===== config.mk =====
export PLATFORM = sky130hd
export DESIGN_NAME = stp_halfstep_seq
export DESIGN_NICKNAME = d
export VERILOG_FILES = /design/src/rtl/stp_pkg.sv /design/src/rtl/stp_phase_fsm.sv /design/src/rtl/stp_coil_map.sv /design/src/rtl/stp_drive_split.sv /design/src/rtl/stp_halfstep_seq.sv
export SDC_FILE = /design/constraint.sdc
export NUM_CORES = 1
export LEC_CHECK = 0
export BUFFER_PORTS_ARGS = -buffer_cell sky130_fd_sc_hd__buf_4
export CORE_AREA = 2 2 39 41
export DETAILED_ROUTE_END_ITERATION = 10
export DIE_AREA = 0 0 41 43
export GPL_TIMING_DRIVEN = 0
export PLACE_DENSITY = 0.61
export SETUP_SLACK_MARGIN = 0.3
export SLEW_MARGIN = 15
export SYNTH_ARGS = -nofsm -noshare
export SYNTH_HDL_FRONTEND = slang
export SYNTH_SLANG_ARGS = --single-unit
export TNS_END_PERCENT = 10

===== constraint.sdc =====
create_clock -name clk -period 1.5 [get_ports clk]
set_input_delay 0.375 -clock clk [delete_from_list [all_inputs] [get_ports clk]]
set_output_delay 0.375 -clock clk [all_outputs]
set_load 0.02 [all_outputs]

===== src/rtl/stp_pkg.sv =====
package stp_pkg;

    localparam int NUM_COILS = 2;
    localparam int PHASE_W   = 3;

    typedef enum logic [PHASE_W-1:0] {
        PH_A_POS = 3'd0,
        PH_AB_PP = 3'd1,
        PH_B_POS = 3'd2,
        PH_AB_NP = 3'd3,
        PH_A_NEG = 3'd4,
        PH_AB_NN = 3'd5,
        PH_B_NEG = 3'd6,
        PH_AB_PN = 3'd7
    } phase_e;

    typedef struct packed {
        logic pol;
        logic en;
    } coil_t;

    typedef struct packed {
        logic pos;
        logic neg;
    } bridge_t;

endpackage


===== src/rtl/stp_phase_fsm.sv =====
module stp_phase_fsm
    import stp_pkg::*;
(
    input  logic   clk,
    input  logic   rst_n,
    input  logic   move,
    input  logic   dir,
    output phase_e phase_q,
    output phase_e phase_d
);

    // next-state selection: advance is checked before retreat
    always_comb begin
        phase_d = phase_q;
        if (move && dir) begin
            unique case (phase_q)
                PH_A_POS: phase_d = PH_AB_PP;
                PH_AB_PP: phase_d = PH_B_POS;
                PH_B_POS: phase_d = PH_AB_NP;
                PH_AB_NP: phase_d = PH_A_NEG;
                PH_A_NEG: phase_d = PH_AB_NN;
                PH_AB_NN: phase_d = PH_B_NEG;
                PH_B_NEG: phase_d = PH_AB_PN;
                PH_AB_PN: phase_d = PH_A_POS;
                default:  phase_d = PH_A_POS;
            endcase
        end else if (move && !dir) begin
            unique case (phase_q)
                PH_A_POS: phase_d = PH_AB_PN;
                PH_AB_PP: phase_d = PH_A_POS;
                PH_B_POS: phase_d = PH_AB_PP;
                PH_AB_NP: phase_d = PH_B_POS;
                PH_A_NEG: phase_d = PH_AB_NP;
                PH_AB_NN: phase_d = PH_A_NEG;
                PH_B_NEG: phase_d = PH_AB_NN;
                PH_AB_PN: phase_d = PH_B_NEG;
                default:  phase_d = PH_A_POS;
            endcase
        end
    end

    // state register
    always_ff @(posedge clk or negedge rst_n) begin
        if (!rst_n) phase_q <= PH_A_POS;
        else        phase_q <= phase_d;
    end

    assert_hold_R4: assert property (@(posedge clk) disable iff (!rst_n)
        !move |=> $stable(phase_q));

    assert_fwd_wrap_R8: assert property (@(posedge clk) disable iff (!rst_n)
        (move && dir && phase_q == PH_AB_PN) |=> (phase_q == PH_A_POS));

    assert_rev_wrap_R8: assert property (@(posedge clk) disable iff (!rst_n)
        (move && !dir && phase_q == PH_A_POS) |=> (phase_q == PH_AB_PN));

endmodule


===== src/rtl/stp_coil_map.sv =====
module stp_coil_map
    import stp_pkg::*;
(
    input  phase_e phase,
    output coil_t  coil_a,
    output coil_t  coil_b
);

    always_comb begin
        coil_a = '0;
        coil_b = '0;
        unique case (phase)
            PH_A_POS: begin coil_a = '{pol: 1'b1, en: 1'b1}; coil_b = '{pol: 1'b0, en: 1'b0}; end
            PH_AB_PP: begin coil_a = '{pol: 1'b1, en: 1'b1}; coil_b = '{pol: 1'b1, en: 1'b1}; end
            PH_B_POS: begin coil_a = '{pol: 1'b0, en: 1'b0}; coil_b = '{pol: 1'b1, en: 1'b1}; end
            PH_AB_NP: begin coil_a = '{pol: 1'b0, en: 1'b1}; coil_b = '{pol: 1'b1, en: 1'b1}; end
            PH_A_NEG: begin coil_a = '{pol: 1'b0, en: 1'b1}; coil_b = '{pol: 1'b0, en: 1'b0}; end
            PH_AB_NN: begin coil_a = '{pol: 1'b0, en: 1'b1}; coil_b = '{pol: 1'b0, en: 1'b1}; end
            PH_B_NEG: begin coil_a = '{pol: 1'b0, en: 1'b0}; coil_b = '{pol: 1'b0, en: 1'b1}; end
            PH_AB_PN: begin coil_a = '{pol: 1'b1, en: 1'b1}; coil_b = '{pol: 1'b0, en: 1'b1}; end
            default:  begin coil_a = '0; coil_b = '0; end
        endcase
    end

endmodule


===== src/rtl/stp_drive_split.sv =====
module stp_drive_split
    import stp_pkg::*;
#(
    parameter int N = NUM_COILS
) (
    input  coil_t   [N-1:0] coils,
    output bridge_t [N-1:0] lines
);

    for (genvar i = 0; i < N; i++) begin : g_coil
        assign lines[i].pos = coils[i].en &  coils[i].pol;
        assign lines[i].neg = coils[i].en & ~coils[i].pol;
    end

endmodule


===== src/rtl/stp_halfstep_seq.sv =====
module stp_halfstep_seq
    import stp_pkg::*;
(
    input  logic clk,
    input  logic rst_n,
    input  logic step_move,
    input  logic step_dir,
    output logic coil_a_pol,
    output logic coil_a_en,
    output logic coil_b_pol,
    output logic coil_b_en,
    output logic coil_a_pos,
    output logic coil_a_neg,
    output logic coil_b_pos,
    output logic coil_b_neg
);

    localparam int IDX_A = 0;
    localparam int IDX_B = 1;

    phase_e phase_q;
    phase_e phase_d;
    coil_t  nxt_a;
    coil_t  nxt_b;
    coil_t   [NUM_COILS-1:0] nxt_coils;
    bridge_t [NUM_COILS-1:0] nxt_lines;

    coil_t   [NUM_COILS-1:0] out_coils;
    bridge_t [NUM_COILS-1:0] out_lines;

    stp_phase_fsm u_fsm (
        .clk     (clk),
        .rst_n   (rst_n),
        .move    (step_move),
        .dir     (step_dir),
        .phase_q (phase_q),
        .phase_d (phase_d)
    );

    // outputs follow the state that is being loaded this edge
    stp_coil_map u_map (
        .phase  (phase_d),
        .coil_a (nxt_a),
        .coil_b (nxt_b)
    );

    assign nxt_coils[IDX_A] = nxt_a;
    assign nxt_coils[IDX_B] = nxt_b;

    stp_drive_split #(.N(NUM_COILS)) u_split (
        .coils (nxt_coils),
        .lines (nxt_lines)
    );

    // output register, reset value matches A+
    always_ff @(posedge clk or negedge rst_n) begin
        if (!rst_n) begin
            out_coils[IDX_A] <= '{pol: 1'b1, en: 1'b1};
            out_coils[IDX_B] <= '{pol: 1'b0, en: 1'b0};
            out_lines[IDX_A] <= '{pos: 1'b1, neg: 1'b0};
            out_lines[IDX_B] <= '{pos: 1'b0, neg: 1'b0};
        end else begin
            out_coils <= nxt_coils;
            out_lines <= nxt_lines;
        end
    end

    assign coil_a_pol = out_coils[IDX_A].pol;
    assign coil_a_en  = out_coils[IDX_A].en;
    assign coil_b_pol = out_coils[IDX_B].pol;
    assign coil_b_en  = out_coils[IDX_B].en;
    assign coil_a_pos = out_lines[IDX_A].pos;
    assign coil_a_neg = out_lines[IDX_A].neg;
    assign coil_b_pos = out_lines[IDX_B].pos;
    assign coil_b_neg = out_lines[IDX_B].neg;

    assert_pol_off_R6: assert property (@(posedge clk) disable iff (!rst_n)
        (!coil_a_en -> !coil_a_pol) && (!coil_b_en -> !coil_b_pol));

    assert_lines_excl_R7: assert property (@(posedge clk) disable iff (!rst_n)
        !(coil_a_pos && coil_a_neg) && !(coil_b_pos && coil_b_neg));

    assert_one_enable_R10: assert property (@(posedge clk) disable iff (!rst_n)
        step_move |=> ($countones({coil_a_en, coil_b_en} ^
                                  $past({coil_a_en, coil_b_en})) == 1));

    assert_out_hold_R4: assert property (@(posedge clk) disable iff (!rst_n)
        !step_move |=> $stable({coil_a_pol, coil_a_en, coil_b_pol, coil_b_en,
                                coil_a_pos, coil_a_neg, coil_b_pos, coil_b_neg}));

endmodule


==> impl_metrics.ini <==
[pwr]
power.leakage_nw = 0.351
p_clk_share_pct = 10.0
comb_power_share_pct = 65.1
p_int_w = 0.00112
power_w = 0.00186
ir_drop_v = 0.00141
p_seq_share_pct = 24.9
power_density_nw_per_um2 = 2500
p_sw_w = 0.000739
p_sw_share_pct = 39.7

[timing]
finalClockSkew_ns = 0.00728
worst_pin_slew_ns = 0.405
finalHoldViolCount = 0
fmax_mhz = 683
rsz0062_at_grt = true
min_period_ns = 1.46
whs_ns = 0.483
setup_viol = 0
period_share_pct = 97.6
maxSlewHeadroom_pct = 72.9
report.final.slew_viol_count = 0

[worst_setup_path]
r2r-start = u_fsm.phase_q[0]
worstPathRequired_ns = 1.64
slowest_stage = dfrtp_1
start_kind = flop
cp-end-kind = flop
cp.arrival_ns = 1.60
r2r_cells = 6
crit_chain = inv_2 > ha_4 > xor2_1 > mux2i_2 > buf_6 > o31a_1
rr_endpoint = coil_b_neg
crit_path_start = u_fsm.phase_q[0]
max_stage_delay_ns = 0.37
crit_family = flip-flops
critPathBufInv = 2
path_depth = 6
critical_path_class = reg2reg
cp-endpoint = coil_b_neg
crit_fanout = 7
r2r_setup_slack_ns = 0.04

[routing]
routedWlPerCell_microns = 11.3
dr.first_iter.drc_count = 4
drc = 0
wl_microns = 881
viasPerCell = 4.55
dr_total_vias = 355
firstDrtPassIters = 4
ant_nets = 0

[grt]
grt_overflow_total = 0
grt_util_all_layers_pct = 10.8
grt_first_pass_wirelength_microns = 1260
grt_max_degree = 10
grt_pass1_vias = 319
antenna_found_initial = 0

[die]
pin_count = 12
die_w_microns = 41
die_h_microns = 43
coreArea_sq_um = 1380
std_cell_rows = 14
start_util_pct = 34.7
die-area_sq_um = 1760

[synth]
async_flop_share_pct = 100
yosysWarnings = 0
synth_edf_count = 0
yosysUniqueCellTypes = 17
ys_seq_elements = 9
yosysSeqAreaShare_pct = 47.4
synth-simple-area-share_pct = 5.47
synth_adder_area_share_pct = 13.0
syn_area_per_cell_sq_um = 12.0
synth.area.mux_share_pct = 13.3
syn_area_sq_um = 480
synth_xor_area_share_pct = 3.65
synthFlopType = dfrtp_1
synth_compound_area_share_pct = 10.2
synth_nets = 49
synth_top_family_by_area = multiplexers
synth_cells = 40

[finish]
fin_area_sq_um = 743
drive_above_1_share_pct = 58.1
post-route-util_pct = 53.7
area_growth_pct = 54.7
nNetsFinal = 72
antenna_cells = 0

[clock_network]
htree_levels = 1
cts.sinks = 9
cts_buffers = 3
clk_latency_ns = 0.26
cts_tree = yes
clk_pin_slew_ns = 0.06
cts_buffer_depth = 2
cts_root_buffer = clkbuf_4

[placement]
place_congestion = 0.777
place_area_sq_um = 596
port_buffers = 11
dpl.hpwl_microns = 556

[hold_path]
min_path_type = in2async

[status]
run_status = complete, no violations

[job]
max-cap-violations = 0
how the worst min path moves through the flow:
stage	startpoint	endpoint	slack, ns	cells past startpoint
after floorplan	rst_n	coil_a_neg	0.08	0
after global placement	rst_n	coil_b_pol	0.20	1
after detailed placement	rst_n	coil_b_en	0.20	1
after CTS	rst_n	coil_b_pol	0.47	2
after global routing	rst_n	coil_b_pol	0.48	2
final	rst_n	coil_b_pol	0.48	2
cell usage after synthesis, types with 2 or more instances:
cell type,n,area [sq um]
dfrtp_1,7,175
ha_1,5,62.6
inv_1,5,18.8
mux2i_1,5,50.1
nor2_1,3,11.3
buf_4,2,15.0
dfstp_2,2,52.6
xor2_1,2,17.5
final cells by class:
class	count	area [sq um]
buffer	2	22.5
clock buffer	4	26.3
fill	117	641
inverter	5	18.8
multi-input combinational	24	260
sequential	9	228
tap	16	20.0
timing repair buffer	18	168
state kept, by name, summed over array words and instances (netlist names):
| name | cells |
|---|---|
| coil_a_neg | 1 |
| coil_b_en | 1 |
| coil_a_en | 1 |
| u_fsm.phase_q | 3 |
| coil_b_pol | 1 |
| coil_a_pos | 1 |
| coil_b_neg | 1 |
through the flow:
step	TNS, ns	setup slack, ns	instances
6_report	0	0.0355	78
5_1_grt	-0.0190	-0.0190	78
4_1_cts	0	0.0483	76
3_5_place_dp	-0.106	-0.0541	67
3_3_place_gp	-0.0780	-0.0442	67
2_1_floorplan	0	0.0705	40
power groups by stage:
stage | registers (W) | logic [W] | clock network (W)
floorplan | 0.000555 | 0.000508 | 0
global placement | 0.000466 | 0.000831 | 0
detailed placement | 0.000470 | 0.000838 | 0
CTS | 0.000450 | 0.000959 | 0.000192
global route | 0.000474 | 0.00131 | 0.000207
finish | 0.000463 | 0.00121 | 0.000186
metal layers:
layer  share of wire [%]  GRT usage (%)  vias to the layer above
met2                  50           16.3                        8
met1                  44           12.0                      170
met4                 3.1           10.0                        0
li1                    -              -                      173
met5                   0              0                        -
met3                 2.4           1.57                        4
kinds of logic after synthesis:
logic type / Yosys count
buffers and inverters: 7
adders and majority gates: 5
and+or+nand+nor: 6
muxes: 6
AOI/OAI and AO/OA: 5
DFF: 9
xor gates and xnor gates: 2
timing repair:
action | 4_1_cts | 5_1_grt
pin swaps | 0 | 1
resized for setup | 1 | 17
buffers inserted | 4 | 2
hold buffers | 1 | 0
setup endpoints to repair | 12 | 14
endpoints found under the hold margin | 7 | 0
placed cells by master (no fill, tap or decap):
master / instances
buf_6: 10
buf_4: 9
dfrtp_1: 7
inv_1: 3
mux2i_1: 3
mux2i_2: 3
nor2_1: 3
ha_1: 3
clkbuf_4: 3
inv_2: 2
xor2_1: 2
dfstp_2: 2
o21ai_2: 1
o31ai_4: 1
o21ai_1: 1
nand2b_1: 1
nor3_2: 1
o31a_1: 1
o21ai_4: 1
nand2_2: 1
ha_4: 1
ha_2: 1
clkbuf_1: 1
dlygate4sd3_1: 1
Power figures use the tool's default switching activity.
